===== config.mk =====
export PLATFORM = sky130hd
export DESIGN_NAME = dma_chan_csr
export DESIGN_NICKNAME = d
export VERILOG_FILES = /design/src/rtl/dma_csr_pkg.sv /design/src/rtl/chan_ctl_reg.sv /design/src/rtl/chan_seq.sv /design/src/rtl/chan_irq_regs.sv /design/src/rtl/dma_chan_csr.sv
export SDC_FILE = /design/constraint.sdc
export NUM_CORES = 1
export LEC_CHECK = 0
export BUFFER_PORTS_ARGS = -buffer_cell sky130_fd_sc_hd__buf_4
export CORE_ASPECT_RATIO = 0.75
export CORE_MARGIN = 2
export CORE_UTILIZATION = 42
export CTS_CLUSTER_DIAMETER = 150
export DETAILED_ROUTE_END_ITERATION = 10
export PLACE_DENSITY = 0.86
export SLEW_MARGIN = 20
export SYNTH_ARGS = -nofsm -noshare
export SYNTH_HDL_FRONTEND = slang
export SYNTH_SLANG_ARGS = --single-unit

===== constraint.sdc =====
create_clock -name clk -period 1.88 [get_ports clk]
set_clock_uncertainty 0.15 [all_clocks]
set_input_delay 0.094 -clock clk [delete_from_list [all_inputs] [get_ports clk]]
set_output_delay 0.094 -clock clk [all_outputs]
set_load 0.05 [all_outputs]

===== src/rtl/dma_csr_pkg.sv =====
package dma_csr_pkg;

  localparam int unsigned OFF_CTL   = 'h000;
  localparam int unsigned OFF_ISTAT = 'h00C;
  localparam int unsigned OFF_IMASK = 'h010;

  // control register bit positions
  localparam int unsigned CB_EN    = 0;
  localparam int unsigned CB_PAUSE = 1;
  localparam int unsigned CB_SRST  = 3;
  localparam int unsigned CB_MODE  = 9;
  localparam int unsigned CB_ST_LO = 16;
  localparam int unsigned CB_QUIET = 31;

  // interrupt register bit positions
  localparam int unsigned IB_CMP   = 16;
  localparam int unsigned IB_ERR   = 17;
  localparam int unsigned IB_CAUSE = 20;
  localparam int unsigned CAUSE_W  = 8;
  localparam logic [31:0] IRQ_BITS = 32'h0FF3_0000;

  typedef enum logic [3:0] {
    ST_IDLE   = 4'd0,
    ST_RUN    = 4'd1,
    ST_DRAIN  = 4'd2,
    ST_PAUSED = 4'd3,
    ST_RESET  = 4'd4
  } chan_st_e;

endpackage


===== src/rtl/chan_ctl_reg.sv =====
module chan_ctl_reg
  import dma_csr_pkg::*;
(
  input  logic        clk,
  input  logic        rst_n,
  input  logic        wr_ctl,
  input  logic [31:0] wdata,
  input  logic        clr_pause,
  output logic        ctl_en,
  output logic        ctl_pause,
  output logic        ctl_mode
);

  logic en_n, pause_n, mode_n;

  always_comb begin
    en_n    = ctl_en;
    pause_n = ctl_pause;
    mode_n  = ctl_mode;
    if (wr_ctl) begin
      en_n    = wdata[CB_EN];
      pause_n = wdata[CB_PAUSE];
      mode_n  = wdata[CB_MODE];
    end
    if (clr_pause) pause_n = 1'b0;
  end

  always_ff @(posedge clk or negedge rst_n) begin
    if (!rst_n) begin
      ctl_en    <= 1'b0;
      ctl_pause <= 1'b0;
      ctl_mode  <= 1'b0;
    end else begin
      ctl_en    <= en_n;
      ctl_pause <= pause_n;
      ctl_mode  <= mode_n;
    end
  end

endmodule


===== src/rtl/chan_seq.sv =====
module chan_seq
  import dma_csr_pkg::*;
#(
  parameter int unsigned OUTST_W = 6,
  parameter int unsigned RST_CYC = 4
) (
  input  logic               clk,
  input  logic               rst_n,
  input  logic               ctl_en,
  input  logic               ctl_pause,
  input  logic               srst_trig,
  input  logic               eng_busy,
  input  logic [OUTST_W-1:0] eng_outst,
  output chan_st_e           st,
  output logic               quiet,
  output logic               rst_done,
  output logic               run,
  output logic               qclr
);

  localparam int unsigned CNT_W = $clog2(RST_CYC + 1);
  localparam logic [CNT_W-1:0] CNT_LOAD = CNT_W'(RST_CYC - 1);

  chan_st_e         st_n;
  logic [CNT_W-1:0] cnt_q, cnt_n;
  logic             hold_q, hold_n;
  logic             quiet_n;

  always_comb begin
    st_n     = st;
    cnt_n    = cnt_q;
    rst_done = 1'b0;
    if (srst_trig && st != ST_RESET) begin
      st_n  = ST_RESET;
      cnt_n = CNT_LOAD;
    end else begin
      unique case (st)
        ST_IDLE:   if (ctl_en && !ctl_pause && !hold_q) st_n = ST_RUN;
        ST_RUN:    if (!ctl_en) st_n = ST_IDLE;
                   else if (ctl_pause) st_n = ST_DRAIN;
        ST_DRAIN:  if (!eng_busy) st_n = ST_PAUSED;
        ST_PAUSED: if (!ctl_pause) st_n = ctl_en ? ST_RUN : ST_IDLE;
        ST_RESET: begin
          if (cnt_q == '0) begin
            st_n     = ST_IDLE;
            rst_done = 1'b1;
          end else begin
            cnt_n = cnt_q - 1'b1;
          end
        end
        default:   st_n = ST_IDLE;
      endcase
    end
    hold_n = hold_q;
    if (rst_done)     hold_n = 1'b1;
    else if (!ctl_en) hold_n = 1'b0;
    quiet_n = (eng_outst == '0);
  end

  always_ff @(posedge clk or negedge rst_n) begin
    if (!rst_n) begin
      st     <= ST_IDLE;
      cnt_q  <= '0;
      hold_q <= 1'b0;
      quiet  <= 1'b0;
    end else begin
      st     <= st_n;
      cnt_q  <= cnt_n;
      hold_q <= hold_n;
      quiet  <= quiet_n;
    end
  end

  assign run  = (st == ST_RUN);
  assign qclr = (st == ST_RESET);

endmodule


===== src/rtl/chan_irq_regs.sv =====
module chan_irq_regs
  import dma_csr_pkg::*;
(
  input  logic               clk,
  input  logic               rst_n,
  input  logic               wr_stat,
  input  logic               wr_mask,
  input  logic [31:0]        wdata,
  input  logic               ev_cmp,
  input  logic               ev_err,
  input  logic [CAUSE_W-1:0] ev_cause,
  output logic [31:0]        stat_q,
  output logic [31:0]        mask_q,
  output logic               irq
);

  logic [31:0] stat_n, mask_n, set_vec, clr_vec;

  always_comb begin
    set_vec = '0;
    set_vec[IB_CMP] = ev_cmp;
    set_vec[IB_ERR] = ev_err;
    if (ev_err) set_vec[IB_CAUSE +: CAUSE_W] = ev_cause;
    clr_vec = wr_stat ? (wdata & IRQ_BITS) : '0;
    stat_n  = (stat_q & ~clr_vec) | set_vec;
    mask_n  = wr_mask ? (wdata & IRQ_BITS) : mask_q;
  end

  always_ff @(posedge clk or negedge rst_n) begin
    if (!rst_n) begin
      stat_q <= '0;
      mask_q <= '0;
    end else begin
      stat_q <= stat_n;
      mask_q <= mask_n;
    end
  end

  assign irq = |(stat_q & mask_q);

endmodule


===== src/rtl/dma_chan_csr.sv =====
module dma_chan_csr
  import dma_csr_pkg::*;
#(
  parameter int unsigned ADDR_W  = 12,
  parameter int unsigned OUTST_W = 6,
  parameter int unsigned RST_CYC = 4
) (
  input  logic               clk,
  input  logic               rst_n,
  input  logic               csr_req,
  input  logic               csr_we,
  input  logic [ADDR_W-1:0]  csr_addr,
  input  logic [31:0]        csr_wdata,
  output logic               csr_rvalid,
  output logic [31:0]        csr_rdata,
  input  logic               eng_busy,
  input  logic [OUTST_W-1:0] eng_outst,
  input  logic               eng_cmp,
  input  logic               eng_err,
  input  logic [7:0]         eng_cause,
  output logic               eng_run,
  output logic               eng_qclr,
  output logic               eng_dbmode,
  output logic               irq
);

  logic sel_ctl, sel_stat, sel_mask;
  logic wr_ctl, wr_stat, wr_mask, rd_en;
  logic ctl_en, ctl_pause, ctl_mode;
  logic quiet, rst_done, srst_trig;
  chan_st_e st;
  logic [31:0] stat_q, mask_q, ctl_view, rd_mux;

  assign sel_ctl  = (csr_addr == ADDR_W'(OFF_CTL));
  assign sel_stat = (csr_addr == ADDR_W'(OFF_ISTAT));
  assign sel_mask = (csr_addr == ADDR_W'(OFF_IMASK));
  assign wr_ctl   = csr_req && csr_we && sel_ctl;
  assign wr_stat  = csr_req && csr_we && sel_stat;
  assign wr_mask  = csr_req && csr_we && sel_mask;
  assign rd_en    = csr_req && !csr_we;
  assign srst_trig = wr_ctl && csr_wdata[CB_SRST];

  chan_ctl_reg u_ctl (
    .clk       (clk),
    .rst_n     (rst_n),
    .wr_ctl    (wr_ctl),
    .wdata     (csr_wdata),
    .clr_pause (rst_done),
    .ctl_en    (ctl_en),
    .ctl_pause (ctl_pause),
    .ctl_mode  (ctl_mode)
  );

  chan_seq #(.OUTST_W(OUTST_W), .RST_CYC(RST_CYC)) u_seq (
    .clk       (clk),
    .rst_n     (rst_n),
    .ctl_en    (ctl_en),
    .ctl_pause (ctl_pause),
    .srst_trig (srst_trig),
    .eng_busy  (eng_busy),
    .eng_outst (eng_outst),
    .st        (st),
    .quiet     (quiet),
    .rst_done  (rst_done),
    .run       (eng_run),
    .qclr      (eng_qclr)
  );

  chan_irq_regs u_irq (
    .clk      (clk),
    .rst_n    (rst_n),
    .wr_stat  (wr_stat),
    .wr_mask  (wr_mask),
    .wdata    (csr_wdata),
    .ev_cmp   (eng_cmp),
    .ev_err   (eng_err),
    .ev_cause (eng_cause),
    .stat_q   (stat_q),
    .mask_q   (mask_q),
    .irq      (irq)
  );

  always_comb begin
    ctl_view = '0;
    ctl_view[CB_EN]    = ctl_en;
    ctl_view[CB_PAUSE] = ctl_pause;
    ctl_view[CB_SRST]  = (st == ST_RESET);
    ctl_view[CB_MODE]  = ctl_mode;
    ctl_view[CB_ST_LO +: 4] = st;
    ctl_view[CB_QUIET] = quiet;
    rd_mux = '0;
    if (sel_ctl)  rd_mux = ctl_view;
    if (sel_stat) rd_mux = stat_q;
    if (sel_mask) rd_mux = mask_q;
  end

  always_ff @(posedge clk or negedge rst_n) begin
    if (!rst_n) begin
      csr_rvalid <= 1'b0;
      csr_rdata  <= '0;
    end else begin
      csr_rvalid <= rd_en;
      if (rd_en) csr_rdata <= rd_mux;
    end
  end

  assign eng_dbmode = !ctl_mode;

endmodule


==> results of run 1 <==
==> logic make-up after synthesis <==
family          Yosys count  share of synthesized area
other cells               1                   0.001643
compound gates           53                     0.1694
fa+ha+maj                 2                    0.01096
mux                      12                    0.06085
flops                    48                     0.5263
buf+inv                  31                    0.07895
simple gates             64                     0.1442
xor+xnor                  2                   0.007677
==> power by group <==
part / total (mW) / internal (mW) / switching, mW
combinational: 0.431 / 0.188 / 0.243
clock: 0.647 / 0.301 / 0.347
sequential: 1.07 / 1.05 / 0.0257
total: 2.15 / 1.54 / 0.615
==> flip-flops by register name, summed over array words and instances, names as in the netlist <==
name and count:
u_seq.quiet 1, u_ctl.ctl_pause 1, u_irq.mask_q 10, u_seq.cnt_q 3, csr_rvalid 1, u_irq.stat_q 10
u_ctl.ctl_mode 1, u_seq.st 3, csr_rdata 16, u_seq.hold_q 1, u_ctl.ctl_en 1
==> layer usage <==
layer | track usage | wire (um) | vias up
met4 | 0.09515 | 131 | 0
met2 | 0.3157 | 2687 | 109
met5 | 0 | 0 | -
met3 | 0.03378 | 535 | 15
met1 | 0.2841 | 2507 | 991
li1 | - | - | 962
==> cells in the mapped netlist, drive strengths merged, types with 2 or more instances <==
cell type and instances:
dfrtp 48, buf 20, nand2 17, a22o 15
nand3 15, mux2 12, a22oi 11, nor2 11
o21ai 11, inv 7, a21oi 4, clkbuf 4
nor3 4, a21o 3, nand2b 3, a2bb2oi 2
and3 2, ha 2, nand4 2, nor4 2
o211ai 2, o31ai 2, or4 2
==> worst min-delay path by stage <==
| stage | startpoint | endpoint | slack [ns] | cells after the start |
|---|---|---|---|---|
| 6_report | csr_addr[0] | csr_rdata[17] | 0.06 | 4 |
| 2_1_floorplan | rst_n | csr_rdata[0] | -0.35 | 0 |
| 4_1_cts | csr_wdata[3] | u_seq.cnt_q[2] | 0.04 | 4 |
| 3_5_place_dp | rst_n | u_seq.cnt_q[0] | -0.009 | 1 |
| 5_1_grt | csr_addr[0] | csr_rdata[17] | 0.07 | 4 |
| 3_3_place_gp | rst_n | u_seq.cnt_q[0] | -0.02 | 1 |
==> worst max-delay path: cells and delay by family, from the launching register on <==
kind,cells,cell delay (ns)
AO/OA/AOI/OAI,2,0.45
multiplexers,1,0.31
flip-flops,1,0.47
AND/OR/NAND/NOR,1,0.41
==> what timing repair did <==
item / CTS / global route
hold endpoints to repair: 73 / 0
hold buffers: 28 / 0
buffers inserted: 0 / 1
gates resized for setup: 3 / 1
endpoints found under the setup margin: 2 / 3
pin swaps: 0 / 0
==> final cells by class <==
class,count,area (um^2),area share
Sequential cell,48,1202,0.3654
Multi-Input combinational cell,149,977.2,0.2970
Timing Repair Buffer,106,890.9,0.2707
Tap cell,75,93.84,0.02852
Clock buffer,6,82.58,0.02510
Inverter,7,30.03,0.009125
Clock inverter,2,13.76,0.004183
==> per-stage QoR <==
stage	TNS (ns)	hold slack, ns	utilization	total power [mW]	instance area (um^2)
after floorplan	-0.08932	-0.3516	-	1.319	2350
after global placement	0	-0.01509	0.5463	1.431	2893
after detailed placement	-0.03354	-0.009187	0.5463	1.446	2893
after CTS	0	0.03939	0.6191	2.138	3278
after global routing	0	0.07460	0.6215	2.235	3291
final	0	0.06082	0.6215	2.152	3291
==> impl_results.md, run 1 <==
- Status: finished clean
- Critical Path Start Type: register
- Clock sink count: 48
- Path depth of the worst reg2reg path: 4
- Crit Path Category: register to register
- Ys Warns: 0
- Root buf cell: clkbuf_8
- Sequential area share after synthesis: 0.5263
- Synthesis-to-finish area growth: 44.19%
- Top cells by area, synth: dfrtp_1 53%, a22o_1 5.8%, mux2_2 5.4%
- Pins Over Slew Limit: 0
- CTS buffer count: 5
- Die Y: 67.84 um
- Post-Place Setup Slack: -0.03354 ns
- Fillers: 431
- Avg WL per Cell: approximately 15 um
- Synth cell types: 39
- Ys async rst share: 1.000
- Antenna cells: 0
- Register-to-register path setup slack: ~0.014 ns
- Mapped cell area: approximately 2300 um^2
- Non-Filler Instances: 393
- Largest net degree at the start of global routing: between 40 and 50
- Most frequent cells in the layout: 76 x buf_4, 47 x dfrtp_1, 28 x dlygate4sd3_1
- Io pins: just over 100
- Crit path capture type: register
- DRC viols: 0
- Slowest stage delay, CP: approximately 0.47 ns
- RSZ-0062 raised after global routing: no
- Die width: ~89 um
- Cell row count: 23
- Max cap viols: 0
- TritonRoute pass-1 iters: 4
- Synth Register Bits: between 40 and 50
- Gate count after technology mapping: 213
- Critical Path RT: 1.96 ns
- Initial DRC count: 234
- Yosys top cell area share: 0.5263
- Final HPWL from detailed placement: between 4000 and 5000 um
- Start of the worst register-to-register path: u_seq.st[0]
- TritonCTS clock tree: yes
- Crit path time final: 1.866 ns
- Die ar.: a little over 6000 um^2
- Maximum buffer depth of the clock tree: 2
- GPL Wtd Cong: 0.8784
- Final Setup Violations: 0
- Port buffer count: 67
- Worst hold path type: input pin to register
- Nets: 384
- GRT overflow: 0
- Post-synth EDFFs: 0
- Initial antenna violation count: 0
- FMAX: 0.5360 GHz
- Worst setup path endpoint: u_seq.st[0]
- First-pass GRT wire length: between 9000 and 10000 um
- Syn_area_per_cell: between 10 and 15 um^2
- Static leakage: between 1.5 and 2 nW
- Antenna Nets Post-Route: 0
- Vias post-DR: between 2k and 2.5k
- # H-tree levels: 2
- Clock-pin transition on the worst setup and hold timing paths: 0.09 ns
- Synth Flop Type: dfrtp_1
- Commonest non-fill, non-tap cell in the layout: buf_4
- Critical path, cell by cell: mux2_4, a32o_1, or4_1, a21oi_1
- Layout cells sized above 1: 0.3302
- Post-route worst setup slack: between 0.01 and 0.015 ns
- Worst skew pair latency: roughly 0.3 ns
- Reg-to-Reg End: u_seq.st[0]
- Final Cycle Share: 0.9925
- Inst Count DP: about 360
- Crit-path slowest cell: dfrtp_2
- CP max FO: 6
- Relative slew slack: 0.6031
- Tot GR Track Use: 0.2046
- Critical path arrival: around 1.9 ns
- Hold Violations, Final: 0
- Vias in the first global route: between 1.5k and 2k
- Worst-margin pin slew: ~0.60 ns
- Core area: 5295 um^2
- Initial Utilization: 0.4310
- Cell taking the most area after synthesis: dfrtp_1
- Final wirelength: 5862 um
- Worst VDD drop: around 0.00032 V
- Power density over the cells: between 600 and 700 nW/um^2
- Worst Setup SP: u_seq.st[0]
- Drt via density: around 5.3
(Power assumes the default switching activity.)
==> inputs of run 2 (changes only) <==
BUFFER_PORTS_ARGS = -buffer_cell sky130_fd_sc_hd__buf_2   (was -buffer_cell sky130_fd_sc_hd__buf_4)
==> run 2 against run 1 <==
  * Cell count unchanged
  * Cell area is 5.3% lower
  * Count of clock-buffer cells in the layout rose by 1
  * Combinational power fell by 15%
  * Critical endpoint unchanged
==> impl_results.md, run 2 (same netlist as run 1, synthesis figures left out) <==
- Initial antenna violation count: 0 (unchanged)
- Final Cycle Share: 0.9770 (-0.01552)
- CP max FO: 7 (+1)
- Net Sw Frac: 0.2860 (about the same)
- Antenna cells: 0 (unchanged)
- Top flop regs: csr_rdata: 16 flops, u_irq.mask_q: 10 flops, u_irq.stat_q: 10 flops
- Register-to-register path setup slack: 0.04 ns (+0.03 ns)
- Clock-pin transition on the worst setup and hold timing paths: 0.09 ns (about the same)
- Worst skew pair latency: 0.31 ns (about the same)
- Hold path endpoint: u_seq.st[0]
- Inst Count DP: 357 (+0.28%)
- Static leakage: 1.529 nW (-3.1%)
- DRC viols: 0 (unchanged)
- Vias in the first global route: 1953 (-0.66%)
- Crit path time final: 1.837 ns (-0.02917 ns)
- Vias post-DR: 2016 (-2.9%)
- Root buf cell: clkbuf_8
- Die width: 89.12 um (unchanged)
- TritonCTS clock tree: yes
- Final Cell Area: 3115 um^2 (-5.3%)
- Layout cells sized above 1: 0.3239 (-0.006289)
- Initial DRC count: 196 (-16%)
- Reg power frac: 0.516 (+0.017)
- Critical Path Start Type: register
- Cell row count: 23 (unchanged)
- Critical path arrival: 1.92 ns (-0.02 ns)
- # H-tree levels: 2 (unchanged)
- Post-route worst setup slack: 0.04333 ns (+0.02917 ns)
- Worst hold slack: 0.03439 ns (-0.02644 ns)
- Worst hold path type: input pin to register
- Synthesis-to-finish area growth: 36.51%
- Crit Path Category: register to register
- Worst VDD drop: 0.0003119 V (-2.7%)
- Reg-to-Reg End: u_seq.st[0]
- Maximum buffer depth of the clock tree: 2 (unchanged)
- Tot GR Track Use: 0.2102 (+0.005623)
- Slowest stage delay, CP: 0.47 ns (about the same)
- Crit path capture type: register
- First-pass GRT wire length: 9432 um (+1.9%)
- Avg WL per Cell: 14.91 um (about the same)
- Cell Area, Placed: 2720 um^2 (-6.0%)
- Antenna Nets Post-Route: 0 (unchanged)
- Clock share of power: 0.308 (+0.007)
- Hold_sp: csr_wdata[3]
- CTS buffer count: 5 (unchanged)
- FMAX: 0.5445 GHz (+1.6%)
- Die ar.: 6046 um^2 (unchanged)
- GPL Wtd Cong: 0.8455 (-3.7%)
- TritonRoute pass-1 iters: 4 (unchanged)
- Max cap viols: 0 (unchanged)
- Worst hold stages: 4 (unchanged)
- Final HPWL from detailed placement: 4170 um (-1.7%)
- Io pins: 102 (unchanged)
- Path depth of the worst reg2reg path: 4 (unchanged)
- RSZ-0062 raised after global routing: yes
- Largest net degree at the start of global routing: 49 (unchanged)
- GRT overflow: 0 (unchanged)
- Port buffer count: 67 (unchanged)
- Core area: 5295 um^2 (unchanged)
- Initial Utilization: 0.4310 (unchanged)
- Fillers: 442 (+2.6%)
- Most frequent cells in the layout: 65 x buf_2, 47 x dfrtp_1, 28 x dlygate4sd3_1
- Status: finished clean
- Crit-path slowest cell: dfrtp_2
- Critical Path RT: 1.96 ns (about the same)
- Largest register by flop count: csr_rdata
- Worst-margin pin slew: 0.5959 ns (+0.0005429 ns)
- Internal power: 1.484 mW (-3.4%)
- Pins Over Slew Limit: 0 (unchanged)
- Logic pwr share: 0.176 (-0.024)
- Nets: 384 (unchanged)
- Commonest non-fill, non-tap cell in the layout: buf_2
- Non-Filler Instances: 393 (unchanged)
- Hold Violations, Final: 0 (unchanged)
- Critical path, cell by cell: mux2_4, a32o_1, or4_1, a21oi_1
- Die Y: 67.84 um (unchanged)
- Drt via density: 5.130 (-2.9%)
- Post-Place Setup Slack: 0.004955 ns (+0.03850 ns)
- Max reg flops: 16 (unchanged)
- Start of the worst register-to-register path: u_seq.st[0]
- Clock sink count: 48 (unchanged)
- Final Setup Violations: 0 (unchanged)
- Switch Pwr: 594.4 uW (-3.4%)
- Power density over the cells: 667.1 nW/um^2 (+2.0%)
- Final wirelength: 5858 um (about the same)
- Relative slew slack: 0.6028 (about the same)
[run 2: area by class of cell]
type / instances / area [um^2] / area share
multi-input cells: 149 / 972.2 / 0.3120
repair buffers: 106 / 723.2 / 0.2321
inverters: 7 / 30.03 / 0.009639
clock buffers: 7 / 86.33 / 0.02771
flip-flops and latches: 48 / 1202 / 0.3859
well taps: 75 / 93.84 / 0.03012
clock inverters: 1 / 7.507 / 0.002410
[run 2: stage by stage]
step                 TNS, ns    util  power [mW]
global route        -0.06169  0.5884       2.162
CTS                        0  0.5848       2.077
floorplan           -0.08932       -       1.319
detailed placement         0  0.5137       1.407
finish                     0  0.5884       2.078
global placement           0  0.5137       1.397
[run 2: critical path: cells and delay by family, from the launching register on]
| kind | cells | cell delay, ns |
|---|---|---|
| multiplexers | 1 | 0.31 |
| flip-flops | 1 | 0.47 |
| AO/OA/AOI/OAI | 2 | 0.44 |
| AND/OR/NAND/NOR | 1 | 0.40 |
[run 2: what timing repair did]
action,in CTS,in global routing
gates resized for setup,1,7
hold endpoints to repair,73,0
pin swaps,0,0
setup buffers,0,0
endpoints found under the setup margin,1,4
hold buffers,28,0
[run 2: power by group through the flow]
stage	logic, mW	clock network (mW)	registers [mW]
finish	0.366	0.640	1.07
global route	0.395	0.693	1.07
global placement	0.309	0	1.09
floorplan	0.231	0	1.09
CTS	0.363	0.646	1.07
detailed placement	0.319	0	1.09
[run 2: worst max path at each step]
stage,end,slack (ns),cells past startpoint,start
floorplan,u_seq.st[0],-0.09,5,u_seq.st[2]
global placement,u_seq.st[0],0.08,4,u_seq.st[0]
detailed placement,u_irq.mask_q[20],0.005,5,csr_addr[11]
CTS,eng_qclr,0.03,4,u_seq.st[0]
global route,u_seq.st[0],-0.04,4,u_ctl.ctl_en
finish,u_seq.st[0],0.04,4,u_seq.st[0]
[run 2: per-layer routing]
metal  share of wire  global-route usage  vias to the layer above
met2            0.47              0.3324                       84
met4           0.014             0.07463                        0
met5               0                   0                        -
li1                -                   -                      960
met3           0.066             0.06152                        7
met1            0.45              0.2777                      965
